`config.mk`:
```
export PLATFORM = sky130hd
export DESIGN_NAME = commit_ctrl
export DESIGN_NICKNAME = d
export VERILOG_FILES = /design/src/rtl/commit_pkg.sv /design/src/rtl/commit_slot_eval.sv /design/src/rtl/commit_delay_timer.sv /design/src/rtl/commit_select.sv /design/src/rtl/commit_ctrl.sv
export SDC_FILE = /design/constraint.sdc
export NUM_CORES = 1
export LEC_CHECK = 0
export ABC_AREA = 1
export CELL_PAD_IN_SITES_DETAIL_PLACEMENT = 2
export CELL_PAD_IN_SITES_GLOBAL_PLACEMENT = 2
export CORE_MARGIN = 3
export CORE_UTILIZATION = 25
export CTS_BUF_LIST = sky130_fd_sc_hd__clkbuf_8
export CTS_CLUSTER_DIAMETER = 200
export CTS_CLUSTER_SIZE = 40
export DETAILED_ROUTE_END_ITERATION = 10
export MAX_ROUTING_LAYER = met4
export PLACE_DENSITY = 0.94
export SETUP_SLACK_MARGIN = 0.15
export SYNTH_ARGS = -nofsm -noshare
export SYNTH_HDL_FRONTEND = slang
export SYNTH_SLANG_ARGS = --single-unit
export TNS_END_PERCENT = 1
```
`constraint.sdc`:
```
create_clock -name clk -period 9.45 [get_ports clk]
set_input_delay 1.89 -clock clk [delete_from_list [all_inputs] [get_ports clk]]
set_output_delay 1.89 -clock clk [all_outputs]
set_load 0.01 [all_outputs]
```
`src/rtl/commit_pkg.sv`:
```
package commit_pkg;

  // Delays at or above this bound are dropped.
  localparam int unsigned DELAY_CAP = 128;

  typedef struct packed {
    logic done;      // result available by some path
    logic stale;     // stream tag mismatch
    logic hold;      // barrier or store-buffer hold
    logic via_unit;  // finished through its unit output
    logic is_mem;
    logic no_cost;
  } slot_eval_t;

  function automatic int unsigned eff_delay(input int unsigned raw);
    return (raw < DELAY_CAP) ? raw : 0;
  endfunction

  function automatic logic is_older(input int unsigned a, input int unsigned b);
    return a < b;
  endfunction

endpackage

```
`src/rtl/commit_slot_eval.sv`:
```
module commit_slot_eval
  import commit_pkg::*;
#(
  parameter int NUM_FU   = 3,
  parameter int SEQ_W    = 8,
  parameter int ST_W     = 4,
  parameter int DLY_W    = 8,
  parameter int FU_IDX_W = 2
) (
  input  logic                    valid,
  input  logic [SEQ_W-1:0]        seq,
  input  logic [ST_W-1:0]         stream,
  input  logic                    mem,
  input  logic                    nocost,
  input  logic                    barrier,
  input  logic [FU_IDX_W-1:0]     unit,
  input  logic [DLY_W-1:0]        dly,
  input  logic [ST_W-1:0]         cur_stream,
  input  logic [NUM_FU-1:0]       fu_out_valid,
  input  logic [NUM_FU*SEQ_W-1:0] fu_out_seq,
  input  logic                    mem_resp_valid,
  input  logic [SEQ_W-1:0]        mem_resp_seq,
  input  logic                    bar_busy,
  input  logic [SEQ_W-1:0]        bar_seq,
  input  logic                    sb_space,
  output slot_eval_t              ev,
  output logic [DLY_W-1:0]        dly_eff
);

  logic unit_hit;
  logic resp_hit;

  always_comb begin
    unit_hit = 1'b0;
    for (int u = 0; u < NUM_FU; u++) begin
      if (unit == FU_IDX_W'(u) && fu_out_valid[u] &&
          fu_out_seq[u*SEQ_W +: SEQ_W] == seq)
        unit_hit = 1'b1;
    end
  end

  assign resp_hit = mem && mem_resp_valid && (mem_resp_seq == seq);

  always_comb begin
    ev.done     = valid && (nocost || unit_hit || resp_hit);
    ev.stale    = stream != cur_stream;
    ev.via_unit = !nocost && !resp_hit && unit_hit;
    ev.is_mem   = mem;
    ev.no_cost  = nocost;
    ev.hold     = (mem && !resp_hit && bar_busy &&
                   is_older(32'(bar_seq), 32'(seq))) ||
                  (barrier && !sb_space);
    dly_eff     = DLY_W'(eff_delay(32'(dly)));
  end

endmodule

```
`src/rtl/commit_delay_timer.sv`:
```
module commit_delay_timer #(
  parameter int SEQ_W = 8,
  parameter int DLY_W = 8
) (
  input  logic             clk,
  input  logic             rst_n,
  input  logic             arm,
  input  logic [DLY_W-1:0] arm_dly,
  input  logic [SEQ_W-1:0] head_seq,
  input  logic             head_retire,
  input  logic             head_commit,
  output logic             waiting,
  output logic             expired
);

  logic             armed;
  logic [SEQ_W-1:0] tag;
  logic [DLY_W-1:0] rem;
  logic             match;

  assign match   = armed && (tag == head_seq);
  assign waiting = match && (rem != '0);
  assign expired = match && (rem == '0);

  always_ff @(posedge clk or negedge rst_n) begin
    if (!rst_n) begin
      armed <= 1'b0;
      tag   <= '0;
      rem   <= '0;
    end else if (head_retire) begin
      armed <= 1'b0;
    end else if (arm) begin
      armed <= 1'b1;
      tag   <= head_seq;
      rem   <= arm_dly - DLY_W'(1);
    end else if (armed && rem != '0) begin
      rem <= rem - DLY_W'(1);
    end
  end

  // a head with a running count never commits
  a_r5_hold_until_expiry: assert property (@(posedge clk) disable iff (!rst_n)
    waiting |-> !head_commit);

  // arming never coincides with a head commit
  a_r5_arm_blocks_commit: assert property (@(posedge clk) disable iff (!rst_n)
    arm |-> !head_commit);

endmodule

```
`src/rtl/commit_select.sv`:
```
module commit_select
  import commit_pkg::*;
#(
  parameter int W            = 4,
  parameter int NUM_FU       = 3,
  parameter int FU_IDX_W     = 2,
  parameter int DLY_W        = 8,
  parameter int COMMIT_LIMIT = 2,
  parameter int MEM_LIMIT    = 1
) (
  input  slot_eval_t [W-1:0]        ev,
  input  logic [W*DLY_W-1:0]        dly_eff,
  input  logic [W*FU_IDX_W-1:0]     unit,
  input  logic                      expired,
  input  logic                      waiting,
  output logic [W-1:0]              commit,
  output logic [W-1:0]              discard,
  output logic [NUM_FU-1:0]         unstall,
  output logic                      arm_req
);

  function automatic logic [NUM_FU-1:0] unit_bit(input logic [FU_IDX_W-1:0] idx);
    logic [NUM_FU-1:0] b;
    b = '0;
    for (int u = 0; u < NUM_FU; u++)
      if (idx == FU_IDX_W'(u)) b[u] = 1'b1;
    return b;
  endfunction

  always_comb begin
    int  n_all;
    int  n_mem;
    logic run;
    commit  = '0;
    discard = '0;
    unstall = '0;
    arm_req = 1'b0;
    n_all   = 0;
    n_mem   = 0;
    run     = 1'b1;
    for (int i = 0; i < W; i++) begin
      if (run && ev[i].done && n_all < COMMIT_LIMIT && n_mem < MEM_LIMIT) begin
        if (ev[i].stale) begin
          discard[i] = 1'b1;
          if (ev[i].via_unit) unstall = unstall | unit_bit(unit[i*FU_IDX_W +: FU_IDX_W]);
        end else if (i == 0 && dly_eff[0 +: DLY_W] != '0 && !expired) begin
          arm_req = !waiting;
          run     = 1'b0;
        end else if (i != 0 && dly_eff[i*DLY_W +: DLY_W] != '0) begin
          run = 1'b0;
        end else if (ev[i].hold) begin
          run = 1'b0;
        end else begin
          commit[i] = 1'b1;
          if (!ev[i].no_cost) n_all = n_all + 1;
          if (ev[i].is_mem)   n_mem = n_mem + 1;
          if (ev[i].via_unit) unstall = unstall | unit_bit(unit[i*FU_IDX_W +: FU_IDX_W]);
        end
      end else begin
        run = 1'b0;
      end
    end
  end

endmodule

```
`src/rtl/commit_ctrl.sv`:
```
module commit_ctrl
  import commit_pkg::*;
#(
  parameter int W            = 4,
  parameter int NUM_FU       = 3,
  parameter int SEQ_W        = 8,
  parameter int ST_W         = 4,
  parameter int DLY_W        = 8,
  parameter int COMMIT_LIMIT = 2,
  parameter int MEM_LIMIT    = 1,
  localparam int FU_IDX_W    = (NUM_FU > 1) ? $clog2(NUM_FU + 1) : 1,
  localparam int POP_W       = $clog2(W + 1)
) (
  input  logic                    clk,
  input  logic                    rst_n,
  input  logic [W-1:0]            hd_valid,
  input  logic [W*SEQ_W-1:0]      hd_seq,
  input  logic [W*ST_W-1:0]       hd_stream,
  input  logic [W-1:0]            hd_mem,
  input  logic [W-1:0]            hd_nocost,
  input  logic [W-1:0]            hd_barrier,
  input  logic [W*FU_IDX_W-1:0]   hd_unit,
  input  logic [W*DLY_W-1:0]      hd_delay,
  input  logic [ST_W-1:0]         cur_stream,
  input  logic [NUM_FU-1:0]       fu_out_valid,
  input  logic [NUM_FU*SEQ_W-1:0] fu_out_seq,
  input  logic                    mem_resp_valid,
  input  logic [SEQ_W-1:0]        mem_resp_seq,
  input  logic                    bar_busy,
  input  logic [SEQ_W-1:0]        bar_seq,
  input  logic                    sb_space,
  output logic [W-1:0]            commit_o,
  output logic [W-1:0]            discard_o,
  output logic [POP_W-1:0]        pop_cnt,
  output logic [NUM_FU-1:0]       unstall_o
);

  slot_eval_t [W-1:0] slot_ev;
  logic [W*DLY_W-1:0] slot_dly;
  logic               tmr_waiting;
  logic               tmr_expired;
  logic               arm_req;
  logic [W-1:0]       retired;
  logic               head_retire;

  for (genvar i = 0; i < W; i++) begin : g_slot
    commit_slot_eval #(
      .NUM_FU(NUM_FU), .SEQ_W(SEQ_W), .ST_W(ST_W),
      .DLY_W(DLY_W), .FU_IDX_W(FU_IDX_W)
    ) u_eval (
      .valid         (hd_valid[i]),
      .seq           (hd_seq[i*SEQ_W +: SEQ_W]),
      .stream        (hd_stream[i*ST_W +: ST_W]),
      .mem           (hd_mem[i]),
      .nocost        (hd_nocost[i]),
      .barrier       (hd_barrier[i]),
      .unit          (hd_unit[i*FU_IDX_W +: FU_IDX_W]),
      .dly           (hd_delay[i*DLY_W +: DLY_W]),
      .cur_stream    (cur_stream),
      .fu_out_valid  (fu_out_valid),
      .fu_out_seq    (fu_out_seq),
      .mem_resp_valid(mem_resp_valid),
      .mem_resp_seq  (mem_resp_seq),
      .bar_busy      (bar_busy),
      .bar_seq       (bar_seq),
      .sb_space      (sb_space),
      .ev            (slot_ev[i]),
      .dly_eff       (slot_dly[i*DLY_W +: DLY_W])
    );
  end

  commit_select #(
    .W(W), .NUM_FU(NUM_FU), .FU_IDX_W(FU_IDX_W), .DLY_W(DLY_W),
    .COMMIT_LIMIT(COMMIT_LIMIT), .MEM_LIMIT(MEM_LIMIT)
  ) u_select (
    .ev     (slot_ev),
    .dly_eff(slot_dly),
    .unit   (hd_unit),
    .expired(tmr_expired),
    .waiting(tmr_waiting),
    .commit (commit_o),
    .discard(discard_o),
    .unstall(unstall_o),
    .arm_req(arm_req)
  );

  assign retired     = commit_o | discard_o;
  assign head_retire = retired[0];

  commit_delay_timer #(.SEQ_W(SEQ_W), .DLY_W(DLY_W)) u_timer (
    .clk        (clk),
    .rst_n      (rst_n),
    .arm        (arm_req),
    .arm_dly    (slot_dly[0 +: DLY_W]),
    .head_seq   (hd_seq[0 +: SEQ_W]),
    .head_retire(head_retire),
    .head_commit(commit_o[0]),
    .waiting    (tmr_waiting),
    .expired    (tmr_expired)
  );

  always_comb begin
    pop_cnt = '0;
    for (int i = 0; i < W; i++) pop_cnt = pop_cnt + POP_W'(retired[i]);
  end

  // Independent view of the head's completion sources for the checks below.
  logic head_src;
  always_comb begin
    head_src = hd_nocost[0] ||
               (hd_mem[0] && mem_resp_valid && mem_resp_seq == hd_seq[0 +: SEQ_W]);
    for (int u = 0; u < NUM_FU; u++)
      if (hd_unit[0 +: FU_IDX_W] == FU_IDX_W'(u) && fu_out_valid[u] &&
          fu_out_seq[u*SEQ_W +: SEQ_W] == hd_seq[0 +: SEQ_W])
        head_src = 1'b1;
  end

  a_r1_contiguous_run: assert property (@(posedge clk) disable iff (!rst_n)
    ((retired + W'(1)) & retired) == '0);

  a_r2_head_has_source: assert property (@(posedge clk) disable iff (!rst_n)
    head_retire |-> head_src);

  a_r3_stale_never_commits: assert property (@(posedge clk) disable iff (!rst_n)
    commit_o[0] |-> hd_stream[0 +: ST_W] == cur_stream);

  a_r7_store_buffer_room: assert property (@(posedge clk) disable iff (!rst_n)
    (|(commit_o & hd_barrier)) |-> sb_space);

  a_r9_commit_budget: assert property (@(posedge clk) disable iff (!rst_n)
    $countones(commit_o & ~hd_nocost) <= COMMIT_LIMIT);

  a_r9_mem_budget: assert property (@(posedge clk) disable iff (!rst_n)
    $countones(commit_o & hd_mem) <= MEM_LIMIT);

  a_r10_unstall_needs_retire: assert property (@(posedge clk) disable iff (!rst_n)
    (|unstall_o) |-> (|retired));

endmodule

```
==> impl_metrics.ini, run 1 <==
[run_status]
status = completed

[clocking]
cts_buffers = 3
cts.sinks = 17
clkTransAtPathRegs_ps = 70
clkLatencyLatePin_ps = 270
cts_hold_buf = 0
cts_root_buf = clkbuf_8
cts_setup_buffers = 0
clock_path_buffers = 2
htreeDepth = 1
cts_tree = built
cts_resized = 0

[worst_hold_path]
hold_path_class = reg2reg
min_to = u_timer.rem[1]
holdPathStages = 2
hold_start = u_timer.rem[1]

[logic_synthesis]
synth_top_area_share_pct = 19.0
syn_inst = 900
ys_async_sr_fraction_pct = 100
synth_edf_count = 0
synth_top_area_cell = nand2_1
netlist_area_um2 = 4990
synth_nets = 1093
avgSynthCellArea_um2 = 5.55
yosysUniqueCellTypes = 49
ys_seq_area_share_pct = 8.52
ys.flop_type = dfrtp_1
synth_seq_cells = 17
ys_top_cells_by_area = nand2_1, inv_1, ha_1
ys_warn_count = 0

[power]
total_power_mw = 0.548
irDropWorstVdd_mv = 0.0362
p_leak_nw = 3.50
power_density_nw_per_um2 = 77.4

[cells_and_area]
syn_to_final_growth_pct = 41.7
drive_gt1_share_pct = 4.87
fin_util_pct = 36.2
n_antenna_cell = 0
fin_nets = 1261

[floorplanning]
die_h_um = 147
die_area_um2 = 21700
core_um2 = 19500
design.portCount = 170
die_x_um = 147
start_util_pct = 25.6
fp-row-count = 51

[place]
io_buffers = 169
gp_congestion = 0.939
hpwl_mm = 26.5

[timing]
period_share_pct = 95.7
setup_viol = 0
fmax_mhz = 111
hold_viol_final = 0
slew_violations = 0
rsz0062_at_grt = false
worst_pin_slew_ps = 883
tns_ps = 0
finalClockSkew_ps = 7.13
fin_crit_ps = 9040
slew_headroom_pct = 41.0

[critical_path]
reg2reg_from = u_timer.tag[0]
critPathKind = in2out
start_kind = input port
worstReg2RegEnd = u_timer.rem[4]
required_ps = 7560
reg2reg_setup_slack_ps = 6880
end_kind = primary output
cp.arrival_ps = 7150
path_max_fanout = 5
worst-r2r-cell-count = 15

[global_route]
grt_usage_pct = 27.4
grt_overflow = 0
antenna_found_initial = 0
grt_pass1_wl_mm = 45.3
grt_max_degree = 34
grt_pass1_vias = 7881

[route]
drc = 0
firstDrtPassIters = 5
wl_per_cell_um = 22.3
wirelength_mm = 29.8
dr_total_vias = 6957
vias_per_cell = 5.22
postRouteAntennaNets = 0
drt-initial-drc-count = 499

[job]
maxCapViolations = 0
[synthesized netlist by cell type (9+ instances only)]
| cell | count |
|---|---|
| xnor2_1 | 27 |
| o21ai_0 | 31 |
| o22ai_1 | 11 |
| nor4_1 | 9 |
| nor3_1 | 21 |
| ha_1 | 36 |
| nand4_1 | 40 |
| dfrtp_1 | 17 |
| a21oi_1 | 21 |
| nand3_1 | 52 |
| inv_1 | 137 |
| xor2_1 | 34 |
| nand2_1 | 253 |
| nor2_1 | 119 |
[where the power goes]
| part | switching (mW) | internal (mW) |
|---|---|---|
| Clock | 0.0304 | 0.0294 |
| Sequential | 0.0150 | 0.0970 |
| Combinational | 0.224 | 0.152 |
| Total | 0.269 | 0.279 |
[flip-flops by register name, summed over array words and instances, names as in the netlist]
| name | cells |
|---|---|
| u_timer.rem | 8 |
| u_timer.tag | 8 |
| u_timer.armed | 1 |
[worst max path at each step]
stage / startpoint / endpoint / slack (ps) / cells after the start
CTS: hd_seq[6] / pop_cnt[1] / 270 / 26
finish: mem_resp_seq[5] / pop_cnt[1] / 410 / 28
floorplan: hd_seq[6] / pop_cnt[1] / 2190 / 25
global placement: hd_seq[6] / pop_cnt[1] / 540 / 24
global route: mem_resp_seq[5] / pop_cnt[1] / 150 / 28
detailed placement: hd_seq[6] / pop_cnt[1] / 290 / 26
[cell families (layout without fill, tap and decap cells)]
logic type      count (synthesis)  after routing  synth area share [%]
simple gates                  534            534                  47.9
fa+ha+maj                      37             37                  9.42
flops                          17             17                  8.52
xor+xnor                       61             61                  10.7
compound gates                 93             93                  11.1
buf+inv                       158            325                  12.3
[per-layer routing]
| layer | vias up | routed length, um | GRT usage, % |
|---|---|---|---|
| met5 | - | 0 | - |
| met4 | 0 | 1270 | 11.0 |
| met3 | 80 | 1390 | 2.62 |
| met2 | 236 | 14600 | 46.8 |
| met1 | 3394 | 12500 | 33.3 |
| li1 | 3247 | - | - |
[area by class of cell]
type	instances	area, um^2
inverter	145	544
tap	265	332
clock inverter	1	5.00
fill	2508	12400
multi-input combinational	725	3960
sequential	17	425
timing repair buffer	176	1770
clock buffer	3	41.3
[stage by stage]
stage / area [um^2] / std cells / setup WS, ps / hold WS (ps)
after global placement: 7000 / 1328 / 539 / 469
after CTS: 7050 / 1332 / 268 / 504
after global routing: 7080 / 1332 / 153 / 534
final: 7080 / 1332 / 411 / 498
after floorplan: 4990 / 900 / 2190 / 453
after detailed placement: 7000 / 1328 / 292 / 485
[cell usage in the layout (no fill, tap or decap), types with 21 or more instances in the layout]
cell type / n
ha_1: 36
a21oi_1: 21
nand2_1: 253
xnor2_1: 27
nand4_1: 40
nor2_1: 119
clkdlybuf4s50_1: 159
inv_1: 135
nand3_1: 52
xor2_1: 34
o21ai_0: 31
[worst max-delay path, cell delays in order]
cell and delay, ps:
clkdlybuf4s50_1 720, inv_1 180, nand2_1 100, nand2_1 60, inv_1 50, nand3_1 80
nor2_1 100, nand2_1 100, nand3_1 130, nand3_1 80, nor2_1 170, nand2_1 90
nor2_2 200, ha_1 270, nand2_1 150, nor2_1 70, nor2_1 140, ha_1 180
nand2_1 50, nor2_1 220, nand4_2 240, nor2_4 180, nand3_2 110, nor2_1 140
fa_1 450, ha_1 220, ha_1 270, clkdlybuf4s50_1 520
Note: power is estimated with default switching activity, not from simulation.
==> run 2, diff against run 1 <==
--- a/config.mk
+++ b/config.mk
@@ -6,16 +6,14 @@
 export NUM_CORES = 1
 export LEC_CHECK = 0
 export ABC_AREA = 1
-export CELL_PAD_IN_SITES_DETAIL_PLACEMENT = 2
-export CELL_PAD_IN_SITES_GLOBAL_PLACEMENT = 2
 export CORE_MARGIN = 3
-export CORE_UTILIZATION = 25
+export CORE_UTILIZATION = 40
 export CTS_BUF_LIST = sky130_fd_sc_hd__clkbuf_8
 export CTS_CLUSTER_DIAMETER = 200
 export CTS_CLUSTER_SIZE = 40
 export DETAILED_ROUTE_END_ITERATION = 10
 export MAX_ROUTING_LAYER = met4
-export PLACE_DENSITY = 0.94
+export PLACE_DENSITY_LB_ADDON = 0.08
 export SETUP_SLACK_MARGIN = 0.15
 export SYNTH_ARGS = -nofsm -noshare
 export SYNTH_HDL_FRONTEND = slang
==> impl_metrics.ini, run 2 (synthesis gave the netlist of run 1 again) <==
[timing]
slew_headroom_pct = 35.9
rsz0062_at_grt = false
period_share_pct = 93.8
fin_crit_ps = 8860
worst_pin_slew_ps = 952
hold_viol_final = 0
finalClockSkew_ps = 2.73
fmax_mhz = 113
slew_violations = 0
holdWs_ps = 492
tns_ps = 0
setup_viol = 0

[critical_path]
reg2reg_setup_slack_ps = 7010
end_kind = primary output
cp.arrival_ps = 6970
worstReg2RegEnd = u_timer.rem[6]
path_max_fanout = 6
reg2reg_from = u_timer.tag[3]
critPathKind = in2out
start_kind = input port
required_ps = 7560
worst-r2r-cell-count = 17

[cells_and_area]
final_cells = 1235
final_cell_mix = nand2_1, clkdlybuf4s50_1, inv_1
drive_gt1_share_pct = 4.69
fin_nets = 1261
final_common_cell = nand2_1
reg.largest.list = u_timer.rem x8, u_timer.tag x8, u_timer.armed x1
fin_util_pct = 57.3
n_antenna_cell = 0
syn_to_final_growth_pct = 39.0

[clocking]
cts_buffers = 3
cts_tree = built
htreeDepth = 1
cts_resized = 0
cts.sinks = 17
clock_path_buffers = 2
cts_setup_buffers = 0
clkTransAtPathRegs_ps = 60
clkLatencyLatePin_ps = 260
cts_hold_buf = 0
cts_root_buf = clkbuf_8

[global_route]
grt_pass1_wl_mm = 33.2
antenna_found_initial = 0
grt_max_degree = 34
grt_pass1_vias = 6164
grt_usage_pct = 30.9
grt_overflow = 0

[route]
vias_per_cell = 5.25
drc = 0
dr_total_vias = 6486
wl_per_cell_um = 17.4
postRouteAntennaNets = 0
firstDrtPassIters = 5
wirelength_mm = 21.4
drt-initial-drc-count = 623

[floorplanning]
design.portCount = 170
fp-row-count = 40
die_x_um = 118
die_area_um2 = 13900
die_h_um = 118
start_util_pct = 41.2
core_um2 = 12100

[place]
place_inst = 1231
hpwl_mm = 19.0
gp_congestion = 1.01
io_buffers = 169

[worst_hold_path]
hold_start = u_timer.rem[1]
holdPathStages = 2
min_to = u_timer.rem[1]
hold_path_class = reg2reg

[power]
pwr-share-seq_pct = 21.6
p_int_mw = 0.278
switchingPower_mw = 0.237
switching_share_pct = 46.0
clock_power_share_pct = 10.7
p_comb_share_pct = 67.7
power_density_nw_per_um2 = 74.1
p_leak_nw = 3.45
irDropWorstVdd_mv = 0.0494

[run_status]
status = completed

[job]
maxCapViolations = 0
run 2: power groups by stage:
stage                     logic, mW  clock network [mW]  registers [mW]
final                         0.348              0.0551           0.111
after floorplan               0.196                   0           0.108
after CTS                     0.345              0.0562           0.111
after detailed placement      0.343                   0           0.112
after global routing          0.388              0.0611           0.113
after global placement        0.343                   0           0.111
run 2: worst max path at each step:
stage	startpoint	to	cells past startpoint	slack (ps)
floorplan	hd_seq[6]	pop_cnt[1]	25	2190
global placement	hd_seq[1]	pop_cnt[1]	26	550
detailed placement	hd_seq[1]	pop_cnt[1]	26	470
CTS	hd_seq[1]	pop_cnt[1]	26	450
global route	hd_seq[6]	pop_cnt[1]	26	160
finish	hd_seq[6]	pop_cnt[1]	26	590
run 2: critical path, cell delays in order:
cell,delay [ps]
clkdlybuf4s50_1,740
inv_2,150
ha_1,350
nand4_1,90
nand4_1,80
nor2_1,50
nand3_1,120
nand3_1,80
nor2_1,140
nand2_1,80
nor2_2,190
ha_1,260
nand2_1,100
nor2_1,50
nor2_1,130
ha_1,170
nand2_1,50
nor2_1,170
nand4_2,200
nor2_4,160
nand3_2,100
nor2_1,130
fa_1,440
ha_1,230
ha_1,270
clkdlybuf4s50_1,520
run 2: routing by layer:
metal / global-route usage, % / wire (um) / vias to the layer above
li1: - / - / 3246
met1: 42.7 / 9550 / 2903
met2: 48.9 / 9650 / 304
met4: 8.57 / 573 / 0
met3: 2.11 / 1680 / 33
met5: - / 0 / -
run 2: layout make-up:
class,count,area (um^2)
Multi-Input combinational cell,725,3960
Fill cell,1288,5170
Sequential cell,17,425
Inverter,145,544
Clock inverter,1,5.00
Clock buffer,3,41.3
Tap cell,168,210
Timing Repair Buffer,176,1750
run 2: per-stage QoR:
stage	power, mW	instance area (um^2)	setup slack (ps)
global route	0.563	6940	160
detailed placement	0.455	6880	469
finish	0.514	6940	590
CTS	0.512	6930	454
global placement	0.454	6880	552
floorplan	0.305	4990	2190
